===== src/rtl/hcm_pkg.sv =====
package hcm_pkg;

   localparam logic [7:0] OP_READ  = 8'hF0;
   localparam logic [7:0] OP_WRITE = 8'hE1;
   localparam logic [7:0] OP_LEARN = 8'hD2;
   localparam logic [7:0] OP_ERASE = 8'hC3;
   localparam logic [7:0] OP_PROG  = 8'hB4;

   typedef enum logic [3:0] {
      S_IDLE,
      S_REQ,
      S_ACKLO,
      S_CMD,
      S_ARG,
      S_COMMIT,
      S_RESP,
      S_WMEM,
      S_RMEM,
      S_ROUT,
      S_ABORT
   } rx_state_t;

   function automatic logic op_known(input logic [7:0] b);
      return (b == OP_READ) || (b == OP_WRITE) || (b == OP_LEARN) ||
             (b == OP_ERASE) || (b == OP_PROG);
   endfunction

endpackage


===== src/rtl/hcm_line_sync.sv =====
module hcm_line_sync #(
   parameter int STAGES = 2
) (
   input  logic clk,
   input  logic rst_n,
   input  logic hclk_i,
   input  logic hdat_i,
   output logic hc_lvl,
   output logic hd_lvl,
   output logic hc_rise,
   output logic hc_fall
);
   logic [STAGES-1:0] c_sync;
   logic [STAGES-1:0] d_sync;
   logic              c_prev;

   generate
      if (STAGES == 1) begin : g_single
         always_ff @(posedge clk or negedge rst_n) begin
            if (!rst_n) begin
               c_sync <= '0;
               d_sync <= '0;
            end else begin
               c_sync <= hclk_i;
               d_sync <= hdat_i;
            end
         end
      end else begin : g_chain
         always_ff @(posedge clk or negedge rst_n) begin
            if (!rst_n) begin
               c_sync <= '0;
               d_sync <= '0;
            end else begin
               c_sync <= {c_sync[STAGES-2:0], hclk_i};
               d_sync <= {d_sync[STAGES-2:0], hdat_i};
            end
         end
      end
   endgenerate

   always_ff @(posedge clk or negedge rst_n) begin
      if (!rst_n) c_prev <= 1'b0;
      else        c_prev <= c_sync[STAGES-1];
   end

   assign hc_lvl  = c_sync[STAGES-1];
   assign hd_lvl  = d_sync[STAGES-1];
   assign hc_rise = hc_lvl & ~c_prev;
   assign hc_fall = ~hc_lvl & c_prev;
endmodule


===== src/rtl/hcm_byte_rx.sv =====
module hcm_byte_rx (
   input  logic       clk,
   input  logic       rst_n,
   input  logic       clr,
   input  logic       sample,
   input  logic       bit_i,
   output logic [7:0] byte_o,
   output logic       done
);
   logic [2:0] cnt;

   always_ff @(posedge clk or negedge rst_n) begin
      if (!rst_n) begin
         cnt    <= '0;
         byte_o <= '0;
         done   <= 1'b0;
      end else begin
         done <= 1'b0;
         if (clr) begin
            cnt <= '0;
         end else if (sample) begin
            byte_o <= {bit_i, byte_o[7:1]};
            cnt    <= cnt + 3'd1;
            if (cnt == 3'd7) done <= 1'b1;
         end
      end
   end
endmodule


===== src/rtl/hcm_timer.sv =====
module hcm_timer #(
   parameter int W = 8
) (
   input  logic         clk,
   input  logic         rst_n,
   input  logic         load,
   input  logic [W-1:0] load_val,
   output logic         expired
);
   logic [W-1:0] cnt;

   always_ff @(posedge clk or negedge rst_n) begin
      if (!rst_n)            cnt <= '0;
      else if (load)         cnt <= load_val;
      else if (cnt != '0)    cnt <= cnt - 1'b1;
   end

   assign expired = (cnt == '0);
endmodule


===== src/rtl/hcm_cmd_rx.sv =====
module hcm_cmd_rx
   import hcm_pkg::*;
#(
   parameter int ADDR_W       = 7,
   parameter int CODE_BYTES   = 8,
   parameter int SYNC_STAGES  = 2,
   parameter int ACK_LO_CYC   = 100,
   parameter int REQ_MAX_CYC  = 25_000_000,
   parameter int IDLE_TMO_CYC = 60_000,
   parameter int SEQ_WIN_CYC  = 50_000
) (
   input  logic                    clk,
   input  logic                    rst_n,
   input  logic                    hclk_i,
   input  logic                    hdat_i,
   output logic                    hdat_o,
   output logic                    hdat_oe,
   output logic                    mem_req,
   output logic                    mem_we,
   output logic [ADDR_W-1:0]       mem_addr,
   output logic [7:0]              mem_wdata,
   input  logic [7:0]              mem_rdata,
   input  logic                    mem_ack,
   output logic                    learn_stb,
   output logic                    erase_stb,
   output logic                    erase_keep_first,
   output logic                    prog_stb,
   output logic [7:0]              prog_cfg,
   output logic [CODE_BYTES*8-1:0] prog_code
);
   localparam int CW   = CODE_BYTES * 8;
   localparam int NBW  = $clog2(CODE_BYTES + 2);
   localparam int TM1  = (REQ_MAX_CYC > IDLE_TMO_CYC) ? REQ_MAX_CYC : IDLE_TMO_CYC;
   localparam int TM2  = (SEQ_WIN_CYC > ACK_LO_CYC) ? SEQ_WIN_CYC : ACK_LO_CYC;
   localparam int TMAX = (TM1 > TM2) ? TM1 : TM2;
   localparam int TW   = $clog2(TMAX + 1);

   generate
      if (ADDR_W < 1 || ADDR_W > 8) begin : g_bad_addr
         $error("hcm_cmd_rx: ADDR_W must lie in 1..8");
      end
      if (CODE_BYTES < 2) begin : g_bad_code
         $error("hcm_cmd_rx: CODE_BYTES must be at least 2");
      end
      if (SYNC_STAGES < 1) begin : g_bad_sync
         $error("hcm_cmd_rx: SYNC_STAGES must be at least 1");
      end
      if (ACK_LO_CYC < 1 || IDLE_TMO_CYC < 1 || SEQ_WIN_CYC < 1 || REQ_MAX_CYC < 1) begin : g_bad_tmo
         $error("hcm_cmd_rx: timing limits must be positive");
      end
   endgenerate

   // line conditioning
   logic hc_lvl, hd_lvl, hc_rise, hc_fall;

   hcm_line_sync #(.STAGES(SYNC_STAGES)) u_sync (
      .clk     (clk),
      .rst_n   (rst_n),
      .hclk_i  (hclk_i),
      .hdat_i  (hdat_i),
      .hc_lvl  (hc_lvl),
      .hd_lvl  (hd_lvl),
      .hc_rise (hc_rise),
      .hc_fall (hc_fall)
   );

   rx_state_t st_q, st_d;
   logic      in_rx;

   assign in_rx = (st_q == S_CMD) || (st_q == S_ARG);

   // byte assembly
   logic [7:0] rx_byte;
   logic       bdone;

   hcm_byte_rx u_brx (
      .clk    (clk),
      .rst_n  (rst_n),
      .clr    (~in_rx),
      .sample (in_rx & hc_fall),
      .bit_i  (hd_lvl),
      .byte_o (rx_byte),
      .done   (bdone)
   );

   // timeouts
   logic          tmr_load, tmo;
   logic [TW-1:0] tmr_val;

   hcm_timer #(.W(TW)) u_tmr (
      .clk      (clk),
      .rst_n    (rst_n),
      .load     (tmr_load),
      .load_val (tmr_val),
      .expired  (tmo)
   );

   // command context
   logic [7:0]        op_q;
   logic [NBW-1:0]    nbyte_q;
   logic [ADDR_W-1:0] addr_q;
   logic [7:0]        wdata_q;
   logic              keep_q;
   logic [7:0]        cfg_q;
   logic [CW-1:0]     code_q;
   logic [7:0]        rd_byte_q;
   logic [2:0]        bit_idx_q;
   logic              drv_q;
   logic              rd_bit_q;

   // argument sequencing
   rx_state_t arg_nx;

   always_comb begin
      arg_nx = S_ARG;
      case (op_q)
         OP_READ:  if (nbyte_q == NBW'(1)) arg_nx = S_RMEM;
         OP_WRITE: if (nbyte_q == NBW'(1)) arg_nx = S_COMMIT;
         OP_LEARN: if (nbyte_q == NBW'(1)) arg_nx = S_COMMIT;
         OP_ERASE: begin
            if (nbyte_q == NBW'(0) && rx_byte > 8'h01) arg_nx = S_ABORT;
            else if (nbyte_q == NBW'(1))               arg_nx = S_COMMIT;
         end
         OP_PROG:  if (nbyte_q == NBW'(CODE_BYTES)) arg_nx = S_COMMIT;
         default:  arg_nx = S_ABORT;
      endcase
   end

   always_comb begin
      st_d = st_q;
      case (st_q)
         S_IDLE:   if (hc_rise) st_d = S_REQ;
         S_REQ: begin
            if (!hc_lvl)  st_d = S_ACKLO;
            else if (tmo) st_d = S_ABORT;
         end
         S_ACKLO:  if (tmo) st_d = S_CMD;
         S_CMD: begin
            if (bdone)    st_d = op_known(rx_byte) ? S_ARG : S_ABORT;
            else if (tmo) st_d = S_ABORT;
         end
         S_ARG: begin
            if (bdone)    st_d = arg_nx;
            else if (tmo) st_d = S_ABORT;
         end
         S_COMMIT: begin
            if (hc_rise)  st_d = (op_q == OP_WRITE) ? S_WMEM : S_RESP;
            else if (tmo) st_d = S_ABORT;
         end
         S_WMEM:   if (mem_ack) st_d = hc_lvl ? S_RESP : S_ARG;
         S_RESP:   if (!hc_lvl) st_d = (op_q == OP_WRITE) ? S_ARG : S_IDLE;
         S_RMEM:   if (mem_ack) st_d = S_ROUT;
         S_ROUT: begin
            if (hc_fall && drv_q && bit_idx_q == 3'd7) st_d = S_RMEM;
            else if (tmo)                             st_d = S_ABORT;
         end
         S_ABORT:  if (!hc_lvl) st_d = S_IDLE;
         default:  st_d = S_ABORT;
      endcase
   end

   // timer reload: any state change, or any host edge while a transfer waits on it
   always_comb begin
      tmr_load = (st_d != st_q) ||
                 ((hc_rise || hc_fall) &&
                  (in_rx || st_q == S_COMMIT || st_q == S_ROUT));
      case (st_d)
         S_REQ:   tmr_val = TW'(REQ_MAX_CYC);
         S_ACKLO: tmr_val = TW'(ACK_LO_CYC);
         S_ROUT:  tmr_val = (st_q != S_ROUT) ? TW'(SEQ_WIN_CYC) : TW'(IDLE_TMO_CYC);
         default: tmr_val = TW'(IDLE_TMO_CYC);
      endcase
   end

   always_ff @(posedge clk or negedge rst_n) begin
      if (!rst_n) st_q <= S_IDLE;
      else        st_q <= st_d;
   end

   always_ff @(posedge clk or negedge rst_n) begin
      if (!rst_n) begin
         op_q      <= '0;
         nbyte_q   <= '0;
         addr_q    <= '0;
         wdata_q   <= '0;
         keep_q    <= 1'b0;
         cfg_q     <= '0;
         code_q    <= '0;
         rd_byte_q <= '0;
         bit_idx_q <= '0;
         drv_q     <= 1'b0;
         rd_bit_q  <= 1'b0;
      end else begin
         if (st_q == S_CMD && bdone) begin
            op_q    <= rx_byte;
            nbyte_q <= '0;
         end
         if (st_q == S_ARG && bdone) begin
            nbyte_q <= nbyte_q + NBW'(1);
            case (op_q)
               OP_READ, OP_WRITE: begin
                  if (nbyte_q == NBW'(0)) addr_q  <= rx_byte[ADDR_W-1:0];
                  else                    wdata_q <= rx_byte;
               end
               OP_ERASE: if (nbyte_q == NBW'(0)) keep_q <= rx_byte[0];
               OP_PROG: begin
                  if (nbyte_q == NBW'(0)) cfg_q  <= rx_byte;
                  else                    code_q <= {rx_byte, code_q[CW-1:8]};
               end
               default: ;
            endcase
         end
         // sequential write: the next data byte follows
         if ((st_q == S_WMEM || st_q == S_RESP) && st_d == S_ARG)
            nbyte_q <= NBW'(1);
         if (st_q == S_WMEM && mem_ack)
            addr_q <= addr_q + 1'b1;
         if (st_q == S_RMEM && mem_ack) begin
            rd_byte_q <= mem_rdata;
            bit_idx_q <= '0;
            drv_q     <= 1'b0;
         end
         if (st_q == S_ROUT) begin
            if (st_d == S_ABORT) begin
               drv_q <= 1'b0;
            end else if (hc_rise) begin
               rd_bit_q <= rd_byte_q[bit_idx_q];
               drv_q    <= 1'b1;
            end else if (hc_fall && drv_q) begin
               if (bit_idx_q == 3'd7) begin
                  addr_q <= addr_q + 1'b1;
                  drv_q  <= 1'b0;
               end else begin
                  bit_idx_q <= bit_idx_q + 3'd1;
               end
            end
         end
      end
   end

   // command strobes
   logic fire;
   assign fire = (st_q == S_COMMIT) && hc_rise;

   always_ff @(posedge clk or negedge rst_n) begin
      if (!rst_n) begin
         learn_stb        <= 1'b0;
         erase_stb        <= 1'b0;
         prog_stb         <= 1'b0;
         erase_keep_first <= 1'b0;
         prog_cfg         <= '0;
         prog_code        <= '0;
      end else begin
         learn_stb <= fire && (op_q == OP_LEARN);
         erase_stb <= fire && (op_q == OP_ERASE);
         prog_stb  <= fire && (op_q == OP_PROG);
         if (fire && op_q == OP_ERASE) erase_keep_first <= keep_q;
         if (fire && op_q == OP_PROG) begin
            prog_cfg  <= cfg_q;
            prog_code <= code_q;
         end
      end
   end

   // line and memory port
   assign hdat_oe   = (st_q == S_REQ) || (st_q == S_ACKLO) || (st_q == S_RESP) ||
                      (st_q == S_ROUT && drv_q);
   assign hdat_o    = (st_q == S_REQ) || (st_q == S_RESP) ||
                      (st_q == S_ROUT && drv_q && rd_bit_q);
   assign mem_req   = (st_q == S_WMEM) || (st_q == S_RMEM);
   assign mem_we    = (st_q == S_WMEM);
   assign mem_addr  = addr_q;
   assign mem_wdata = wdata_q;
endmodule


===== config.mk =====
export PLATFORM = sky130hd
export DESIGN_NAME = hcm_cmd_rx
export DESIGN_NICKNAME = d
export VERILOG_FILES = /design/src/rtl/hcm_pkg.sv /design/src/rtl/hcm_line_sync.sv /design/src/rtl/hcm_byte_rx.sv /design/src/rtl/hcm_timer.sv /design/src/rtl/hcm_cmd_rx.sv
export SDC_FILE = /design/constraint.sdc
export NUM_CORES = 1
export LEC_CHECK = 0
export ABC_AREA = 1
export BUFFER_PORTS_ARGS = -buffer_cell sky130_fd_sc_hd__buf_4
export CAP_MARGIN = 25
export CORE_MARGIN = 3
export CORE_UTILIZATION = 40
export CTS_CLUSTER_SIZE = 25
export DETAILED_ROUTE_END_ITERATION = 8
export RECOVER_POWER = 25
export SYNTH_ARGS = -nofsm -noshare
export SYNTH_HDL_FRONTEND = slang
export SYNTH_SLANG_ARGS = --single-unit

===== constraint.sdc =====
create_clock -name clk -period 6.63 [get_ports clk]
set_clock_uncertainty 0.15 [all_clocks]
set_input_delay 1.326 -clock clk [delete_from_list [all_inputs] [get_ports clk]]
set_output_delay 1.326 -clock clk [all_outputs]
set_load 0.02 [all_outputs]

==> flow_summary.json, run 1 <==
{
  "status": "finished with violations",
  "violations": "capacitance limit, slew limit",
  "synth_area_leaders": "dfrtp_1 (55%), nand2_1 (13%), o21ai_0 (8.2%)",
  "synth_area_mm2": 0.01060,
  "fin_tns_setup_ns": 0,
  "cts_resized": 0,
  "gp_congestion": 0.8785,
  "viasPerCell": 4.797,
  "cts-buffers-inserted": 27,
  "placement_rows": 58,
  "yosysTopAreaCell": "dfrtp_1",
  "arrival_ns": 3.80,
  "hold_violations": 0,
  "worstMarginPinSlew_ns": 3.444,
  "grt_pass1_vias": 7904,
  "fin_crit_sh": 0.6188,
  "drc_errors": 0,
  "synth_compound_area_frac": 0.1097,
  "cts_max_level": 1,
  "vias": 8194,
  "synth_xor_area_frac": 0.02232,
  "io_buffers": 107,
  "start_util": 0.4136,
  "ir_drop_mv": 0.1669,
  "synth_top_area_frac": 0.5550,
  "max_stage_delay_ns": 2.31,
  "crit_slowest_cell": "clkbuf_2",
  "yosysUniqueCellTypes": 41,
  "grtUsageMet1": 0.2490,
  "place_hpwl_um": 16280,
  "synthSimpleGateAreaFrac": 0.2147,
  "grt_antenna_before_repair": 0,
  "firstDrtPassIters": 5,
  "fmax_mhz": 243.8,
  "synthMuxAreaShare": 0.01051,
  "coreArea_mm2": 0.02562,
  "rsz0062_at_grt": "false",
  "clk_pin_slew_ns": 0.06,
  "worstPathCellList": "clkbuf_2",
  "clk_path_buf_depth": 3,
  "die_area_mm2": 0.02848,
  "clkSinkCount": 235,
  "cp.required_ns": 6.32,
  "slew_violations": 135,
  "crit_buf_inv": 1,
  "crit_type": "primary input to asynchronous set/reset pin",
  "async_reset_ff_frac": 1.000,
  "ys_ff_latch": 235,
  "syn_nets": 1283,
  "ys_seq_area_frac": 0.5550,
  "met2_usage": 0.2648,
  "cts-root-buf": "clkbuf_16",
  "hp-class": "flop to flop",
  "final_util": 0.4911,
  "gr-usage-met3": 0.02452,
  "crit_family": "buffers and inverters",
  "setup-violations-final": 0,
  "detail_route.wl_per_cell_um": 14.04,
  "grt_max_degree": 136,
  "powerDensity_mw_per_mm2": 302.2,
  "synth_top_family_by_area": "simple AND/OR/NAND/NOR gates",
  "layout_commonest_cell": "nand2_1",
  "netlist_instances": 1259,
  "syn_avg_cell_area_um2": 8.417,
  "crit_path_max_fanout": 135,
  "synth_edf_count": 0,
  "max-cap-violations": 1,
  "drt_wl_total_um": 23980,
  "grt_use_total": 0.1674,
  "max_slew_margin": -1.296,
  "hold_buffers": 0,
  "cts_tree": "done",
  "yosys_warnings": 0,
  "chipWidth_um": 168.8,
  "p_leak_uw": 0.006295,
  "period_needed_ns": 4.102,
  "synthAdderAreaFrac": 0.01299,
  "yosys_most_used_dff": "dfrtp_1",
  "grt_remaining_overflow": 0,
  "reg2reg_slack_ns": 2.61,
  "die_y_um": 168.8,
  "nNetsFinal": 1381,
  "syn_to_final_growth_pct": 18.72,
  "grt-busiest-layer": "met2",
  "io_pins": 108,
  "drive_gt1_frac": 0.1444,
  "antenna_cells_inserted": 0,
  "mostFrequentLayoutCells": "nand2_1 (379), dfrtp_1 (235), o21ai_0 (174)",
  "cts_setup_buffers": 0,
  "clk_latency_ns": 0.53,
  "ant_nets": 0,
  "worst_setup_path_start_kind": "primary input",
  "grt_pass1_wl_um": 40120,
  "initialDrtViolationCount": 538,
  "crit_path_end_kind": "asynchronous set/reset pin"
}
power by group:
group / switching [uW] / internal [uW]
registers: 86.8 / 1540
clock network: 591 / 882
logic: 468 / 231
total: 1150 / 2660
registers in the layout, indices dropped and copies added (netlist names), 2 cells and up:
register	cells
code_q	64
prog_code	64
u_tmr.cnt	25
cfg_q	8
mem_wdata	8
op_q	8
prog_cfg	8
rd_byte_q	8
u_brx.byte_o	8
mem_addr	7
nbyte_q	4
st_q	4
bit_idx_q	3
u_brx.cnt	3
u_sync.c_sync	2
u_sync.d_sync	2
synthesized netlist by cell type (2+ instances only):
cell	instances
buf_6	3
dfrtp_1	235
nor2_4	5
xnor2_1	4
xor2_1	23
o211ai_1	3
nor3_1	7
nand2_1	378
o2111ai_1	2
nand3_1	59
nor2_2	8
buf_4	2
a21oi_1	26
o21ai_0	174
nand4_1	6
a21oi_2	2
nor2_1	73
mux2_2	9
clkbuf_1	35
inv_1	152
inv_2	8
o21ai_1	7
o22ai_1	2
ha_1	11
nand2_2	9
routing by layer:
| layer | share of wire | wire length [um] |
|---|---|---|
| met3 | 0.045 | 1081 |
| met2 | 0.46 | 10960 |
| met1 | 0.49 | 11710 |
| met5 | 0 | 0 |
| met4 | 0.010 | 240 |
stage by stage:
stage	power, uW	worst slack [ns]	hold WS (ns)	std cells	instance area (um2)
floorplan	2182	3.716	0.1812	1259	10600
global placement	2346	2.782	0.1825	1657	11670
detailed placement	2358	2.744	0.1911	1658	11700
CTS	3849	3.266	0.2042	1708	12600
global route	4030	1.879	0.2067	1708	12580
finish	3802	2.528	0.2018	1708	12580
path summary, 6_finish.rpt:
kind                               endpoint  depth (start not counted)              from
max                            rd_byte_q[7]                          1             rst_n
min                        u_sync.c_sync[1]                          0  u_sync.c_sync[0]
max reg2reg                   prog_code[63]                         10           st_q[3]
min reg2reg                u_sync.c_sync[1]                          0  u_sync.c_sync[0]
max in group clk              prog_code[63]                         10           st_q[3]
min in group asynchronous     prog_code[36]                          1             rst_n
kinds of logic after synthesis:
group,count (synthesis)
AND/OR/NAND/NOR,550
flip-flops,235
AO/OA/AOI/OAI,223
buffers and inverters,203
XOR/XNOR,27
adder cells (fa/ha/maj),11
multiplexers,10
cell type report:
class	count	area [um2]
Inverter	161	605.6
Clock buffer	39	800.8
Sequential cell	235	5881
Tap cell	330	412.9
Multi-Input combinational cell	821	3923
Timing Repair Buffer	111	855.8
Clock inverter	11	101.3
Fill cell	2513	13040
(Power assumes the default switching activity.)
==> inputs of run 2 (changes only) <==
clock period = 3.95 ns   (was 6.63 ns; I/O delays follow)
==> run 2 against run 1 <==
Against the previous run: non-clock buffer count is 3 higher; sequential power is 68% higher; die area stayed put; setup slack worse by 1.9 ns; the run still ends with capacitance limit, slew limit left; flip-flop and latch count stayed put; hold slack better by 0.0049 ns; cell count hardly changed; total power is 73% higher; core utilization is 0.32 points higher; first-iteration DRC count is 15% higher; global-route usage is 0.20 points higher.
==> flow_summary.json, run 2 (synthesis gave the netlist of run 1 again) <==
{
  "rr_startpoint": "u_tmr.cnt[0]",
  "p_leak_uw": 0.006335,
  "die_area_mm2": 0.02848,
  "cts-root-buf": "clkbuf_16",
  "antenna_cells_inserted": 0,
  "max_slew_margin": -0.3053,
  "min-delay-start": "u_sync.c_sync[0]",
  "hp-class": "flop to flop",
  "vias": 8207,
  "start_util": 0.4136,
  "hold_buffers": 0,
  "dp_slack_ns": 0.6639,
  "crit_type": "flop to flop",
  "crit_path_max_fanout": 18,
  "grt_max_degree": 93,
  "clkSinkCount": 235,
  "crit_path_end_kind": "flop",
  "worst_setup_path_start_kind": "flop",
  "fillCellCount": 2478,
  "place_hpwl_um": 16470,
  "grt_antenna_before_repair": 0,
  "violations": "capacitance limit, slew limit",
  "worstPathCellList": "inv_1 > ha_1 > nand2_2 > nor2_2 > nand2_2 > nor2_4 > nand2_2 > nand2_1 > nor2_1 > nor2_2 > nand2_2 > nand2_1 > nand2_1 > clkinv_1 > nand2_2 > nor2_4 > nand2_4 > nor2_8 > a21oi_1",
  "drt_wl_total_um": 23900,
  "slew_violations": 79,
  "crit_family": "simple AND/OR/NAND/NOR gates",
  "drive_gt1_frac": 0.1494,
  "ant_nets": 0,
  "cts_resized": 0,
  "drc_errors": 0,
  "fin_tns_setup_ns": 0,
  "clk_pin_slew_ns": 0.06,
  "coreArea_mm2": 0.02562,
  "viasPerCell": 4.802,
  "cts_max_level": 1,
  "path_common_cell": "nand2_2",
  "gp_congestion": 0.8973,
  "fin_crit_sh": 0.8405,
  "grt_use_total": 0.1694,
  "initialDrtViolationCount": 619,
  "worstMarginPinSlew_ns": 1.958,
  "period_needed_ns": 3.320,
  "setup-violations-final": 0,
  "max_stage_delay_ns": 0.38,
  "grt_pass1_vias": 8050,
  "fmax_mhz": 301.2,
  "fin_ws_ns": 0.6300,
  "layout_commonest_cell": "nand2_1",
  "regArea_mm2": 0.005881,
  "rsz0062_at_grt": "false",
  "detail_route.wl_per_cell_um": 13.99,
  "grt_pass1_wl_um": 40550,
  "clk_latency_ns": 0.54,
  "die_y_um": 168.8,
  "chipWidth_um": 168.8,
  "hold_violations": 0,
  "cts_setup_buffers": 0,
  "status": "finished with violations",
  "firstDrtPassIters": 6,
  "ir_drop_mv": 0.3029,
  "largestRegisters": "code_q (64), prog_code (64), u_tmr.cnt (25)",
  "arrival_ns": 3.57,
  "syn_to_final_growth_pct": 19.49,
  "multi_input_area_mm2": 0.003930,
  "cp.required_ns": 4.20,
  "placement_rows": 58,
  "cts-buffers-inserted": 26,
  "crit_buf_inv": 2,
  "crit_slowest_cell": "dfrtp_1",
  "clk_path_buf_depth": 3,
  "cts_tree": "done",
  "cp-startpoint": "u_tmr.cnt[0]",
  "mostFrequentLayoutCells": "nand2_1 (377), dfrtp_1 (235), o21ai_0 (174)",
  "io_pins": 108,
  "max-cap-violations": 1,
  "powerDensity_mw_per_mm2": 518.9,
  "grt_remaining_overflow": 0,
  "nNetsFinal": 1383,
  "io_buffers": 107
}
[run 2: cell count changes in the layout (fill, tap and decap cells not counted), moves of 2 or more]
| cell | change |
|---|---|
| nand2_1 | -2 |
| nand2_2 | +2 |
| buf_4 | +3 |
| bufinv_16 | +5 |
| clkbuf_8 | -7 |
| clkbuf_1 | -2 |
[run 2: final cells by class]
class	count	share of cell area
sequential	235	0.4644
timing repair buffer	114	0.06976
tap	330	0.03261
multi-input combinational	821	0.3104
clock inverter	17	0.02134
inverter	161	0.04783
clock buffer	31	0.05366
[run 2: power breakdown]
| group | internal [uW] | switching, uW | leakage (uW) |
|---|---|---|---|
| Sequential | 2590 | 146 | 0.00320 |
| Combinational | 388 | 801 | 0.00267 |
| Clock | 1630 | 1010 | 0.000465 |
| Total | 4610 | 1960 | 0.00633 |
[run 2: worst paths after layout]
path | end | slack [ns] | depth (start not counted)
min in group asynchronous | code_q[18] | 0.63 | 1
hold / removal | u_sync.c_sync[1] | 0.21 | 0
setup reg to reg | u_tmr.cnt[5] | 0.63 | 19
setup / recovery | u_tmr.cnt[5] | 0.63 | 19
hold reg to reg | u_sync.c_sync[1] | 0.21 | 0
max in group asynchronous | mem_addr[6] | 0.84 | 2
[run 2: layer usage]
metal  vias to the layer above  routed length (um)  GRT usage  part of all wire
met5                         -                   0          0                 0
met2                       181               10760     0.2652              0.45
met4                         0                 365    0.04162             0.015
met1                      3810               11480     0.2487              0.48
met3                        27                1303    0.02639             0.055
li1                       4189                   -          -                 -
[run 2: through the flow]
step	cell area [um2]	utilization	power, uW	hold WS, ns	std cells
after floorplan	10600	-	3663	0.1812	1259
after global placement	11710	0.4571	3943	0.1843	1660
after detailed placement	11740	0.4582	3965	0.1977	1661
after CTS	12690	0.4953	6650	0.08096	1709
after global routing	12660	0.4943	6949	0.2009	1709
final	12660	0.4943	6571	0.2067	1709
==> inputs of run 3 (changes only) <==
clock period = 3.3 ns   (was 3.95 ns; I/O delays follow)
==> run 3 against run 2 <==
Against the previous run: the flow still finishes with violations (capacitance limit, slew limit); register-to-register slack worse by 0.28 ns; largest power group unchanged; fmax is 13% higher; routed wire length is 0.76% lower; critical path type unchanged; critical path depth unchanged; sequential share of layout area fell by 0.096 points; highest routed layer unchanged; combinational power increased by 22%.
==> flow_summary.json, run 3 (synthesis gave the netlist of run 1 again) <==
{
  "cts_tree": "done",
  "grt_pass1_vias": 8056,
  "p_leak_uw": 0.006349,
  "worstPathCellList": "inv_1 > ha_1 > nand2_2 > nor2_2 > nand2_2 > nor2_4 > nand2_2 > nand2_1 > nor2_1 > nor2_2 > nand2_2 > nand2_1 > nand2_1 > clkinv_1 > nand2_2 > nor2_4 > nand2_4 > nor2_8 > a21oi_1",
  "drt_wl_total_um": 23720,
  "max_slew_margin": -0.2403,
  "p_int_uw": 5363,
  "viasPerCell": 4.798,
  "nNetsFinal": 1394,
  "grt_antenna_before_repair": 0,
  "layout_commonest_cell": "nand2_1",
  "hp-class": "primary input to flop",
  "mostFrequentLayoutCells": "nand2_1 (378), dfrtp_1 (235), o21ai_0 (174)",
  "worstMarginPinSlew_ns": 1.860,
  "cts-root-buf": "clkbuf_16",
  "initialDrtViolationCount": 571,
  "crit_type": "flop to flop",
  "crit_path_end_kind": "flop",
  "placement_rows": 58,
  "grt_pass1_wl_um": 40250,
  "clk_latency_ns": 0.53,
  "crit_family": "simple AND/OR/NAND/NOR gates",
  "drive_gt1_frac": 0.1505,
  "grt_remaining_overflow": 0,
  "ir_drop_mv": 0.3479,
  "crit_buf_inv": 2,
  "powerDensity_mw_per_mm2": 602.1,
  "cts_setup_buffers": 0,
  "clock_power_share": 0.381,
  "reg2reg_slack_ns": 0.35,
  "combPwrFrac": 0.190,
  "max_stage_delay_ns": 0.37,
  "die_area_mm2": 0.02848,
  "slew_violations": 71,
  "grt_max_degree": 83,
  "ant_nets": 0,
  "violations": "capacitance limit, slew limit",
  "io_pins": 108,
  "status": "finished with violations",
  "path_common_cell": "nand2_2",
  "grt_use_total": 0.1682,
  "die_y_um": 168.8,
  "p_sw_uw": 2277,
  "max-cap-violations": 1,
  "place_hpwl_um": 16240,
  "hold_violations": 0,
  "crit_slowest_cell": "dfrtp_1",
  "cts-buffers-inserted": 26,
  "largestRegisters": "code_q (64), prog_code (64), u_tmr.cnt (25)",
  "fin_tns_setup_ns": 0,
  "antenna_cells_inserted": 0,
  "cts_max_level": 1,
  "detail_route.wl_per_cell_um": 13.80,
  "final_util": 0.4953,
  "io_buffers": 107,
  "syn_to_final_growth_pct": 19.74,
  "start_util": 0.4136,
  "worst_setup_path_start_kind": "flop",
  "setup-violations-final": 0,
  "fillCellCount": 2494,
  "switching_share": 0.2980,
  "vias": 8247,
  "seq_power_share": 0.428,
  "firstDrtPassIters": 7,
  "coreArea_mm2": 0.02562,
  "crit_path_max_fanout": 17,
  "gp_congestion": 0.8881,
  "rsz0062_at_grt": "false",
  "clk_pin_slew_ns": 0.06,
  "fin_crit_sh": 0.8933,
  "fmax_mhz": 339.2,
  "cp.required_ns": 3.55,
  "clk_path_buf_depth": 3,
  "clkSinkCount": 235,
  "arrival_ns": 3.19,
  "drc_errors": 0,
  "chipWidth_um": 168.8,
  "period_needed_ns": 2.948
}
==> run 3: power by group through the flow <==
stage | Clock, uW | Combinational [uW] | Sequential, uW
floorplan | 0 | 1110 | 3280
global placement | 0 | 1440 | 3320
detailed placement | 0 | 1470 | 3320
CTS | 3000 | 1470 | 3270
global route | 3130 | 1680 | 3300
finish | 2910 | 1450 | 3270
==> run 3: final timing paths <==
check | startpoint | to | cells after the start
max | u_tmr.cnt[0] | u_tmr.cnt[11] | 19
min | hdat_i | u_sync.d_sync[0] | 1
max reg2reg | u_tmr.cnt[0] | u_tmr.cnt[11] | 19
min reg2reg | u_sync.c_sync[0] | u_sync.c_sync[1] | 0
max in group asynchronous | rst_n | prog_code[25] | 3
min in group asynchronous | rst_n | prog_code[37] | 2
==> run 3: worst reg2reg max path: stages, from the launching register on <==
cell and delay, ns:
dfrtp_1 0.37, inv_1 0.10, ha_1 0.21, nand2_2 0.08, nor2_2 0.13, nand2_2 0.13, nor2_4 0.13, nand2_2 0.24
nand2_1 0.16, nor2_1 0.06, nor2_2 0.14, nand2_2 0.11, nand2_1 0.07, nand2_1 0.05, clkinv_1 0.05, nand2_2 0.05
nor2_4 0.11, nand2_4 0.15, nor2_8 0.26, a21oi_1 0.07
==> run 3: area by class of cell <==
class / instances / area [um2] / area share
flip-flops and latches: 235 / 5881 / 0.4635
multi-input cells: 821 / 3930 / 0.3097
repair buffers: 125 / 988.4 / 0.07790
clock buffers: 41 / 777.0 / 0.06124
inverters: 161 / 605.6 / 0.04773
well taps: 330 / 412.9 / 0.03254
clock inverters: 6 / 93.84 / 0.007396
==> run 3: metal layers <==
layer | GRT usage | wire length, um | share of wire
met5 | 0 | 0 | 0
met4 | 0.04233 | 508 | 0.021
met3 | 0.02149 | 959 | 0.040
met2 | 0.2680 | 10660 | 0.45
met1 | 0.2455 | 11590 | 0.49
==> run 3: stage by stage <==
step	total power (uW)	setup WS, ns	hold WS [ns]	area (um2)	std cells
floorplan	4385	0.7500	0.1812	10600	1259
global placement	4761	0.3530	0.1828	11820	1671
detailed placement	4788	0.2680	0.1872	11820	1671
CTS	7750	0.2365	0.06987	12700	1719
global route	8113	0.1112	0.09541	12690	1719
finish	7640	0.3522	0.1075	12690	1719
==> run 3: timing repair <==
action	4_1_cts	5_1_grt
setup endpoints to repair	0	2
resized for setup	0	1
hold endpoints to repair	68	0
hold buffers	1	0
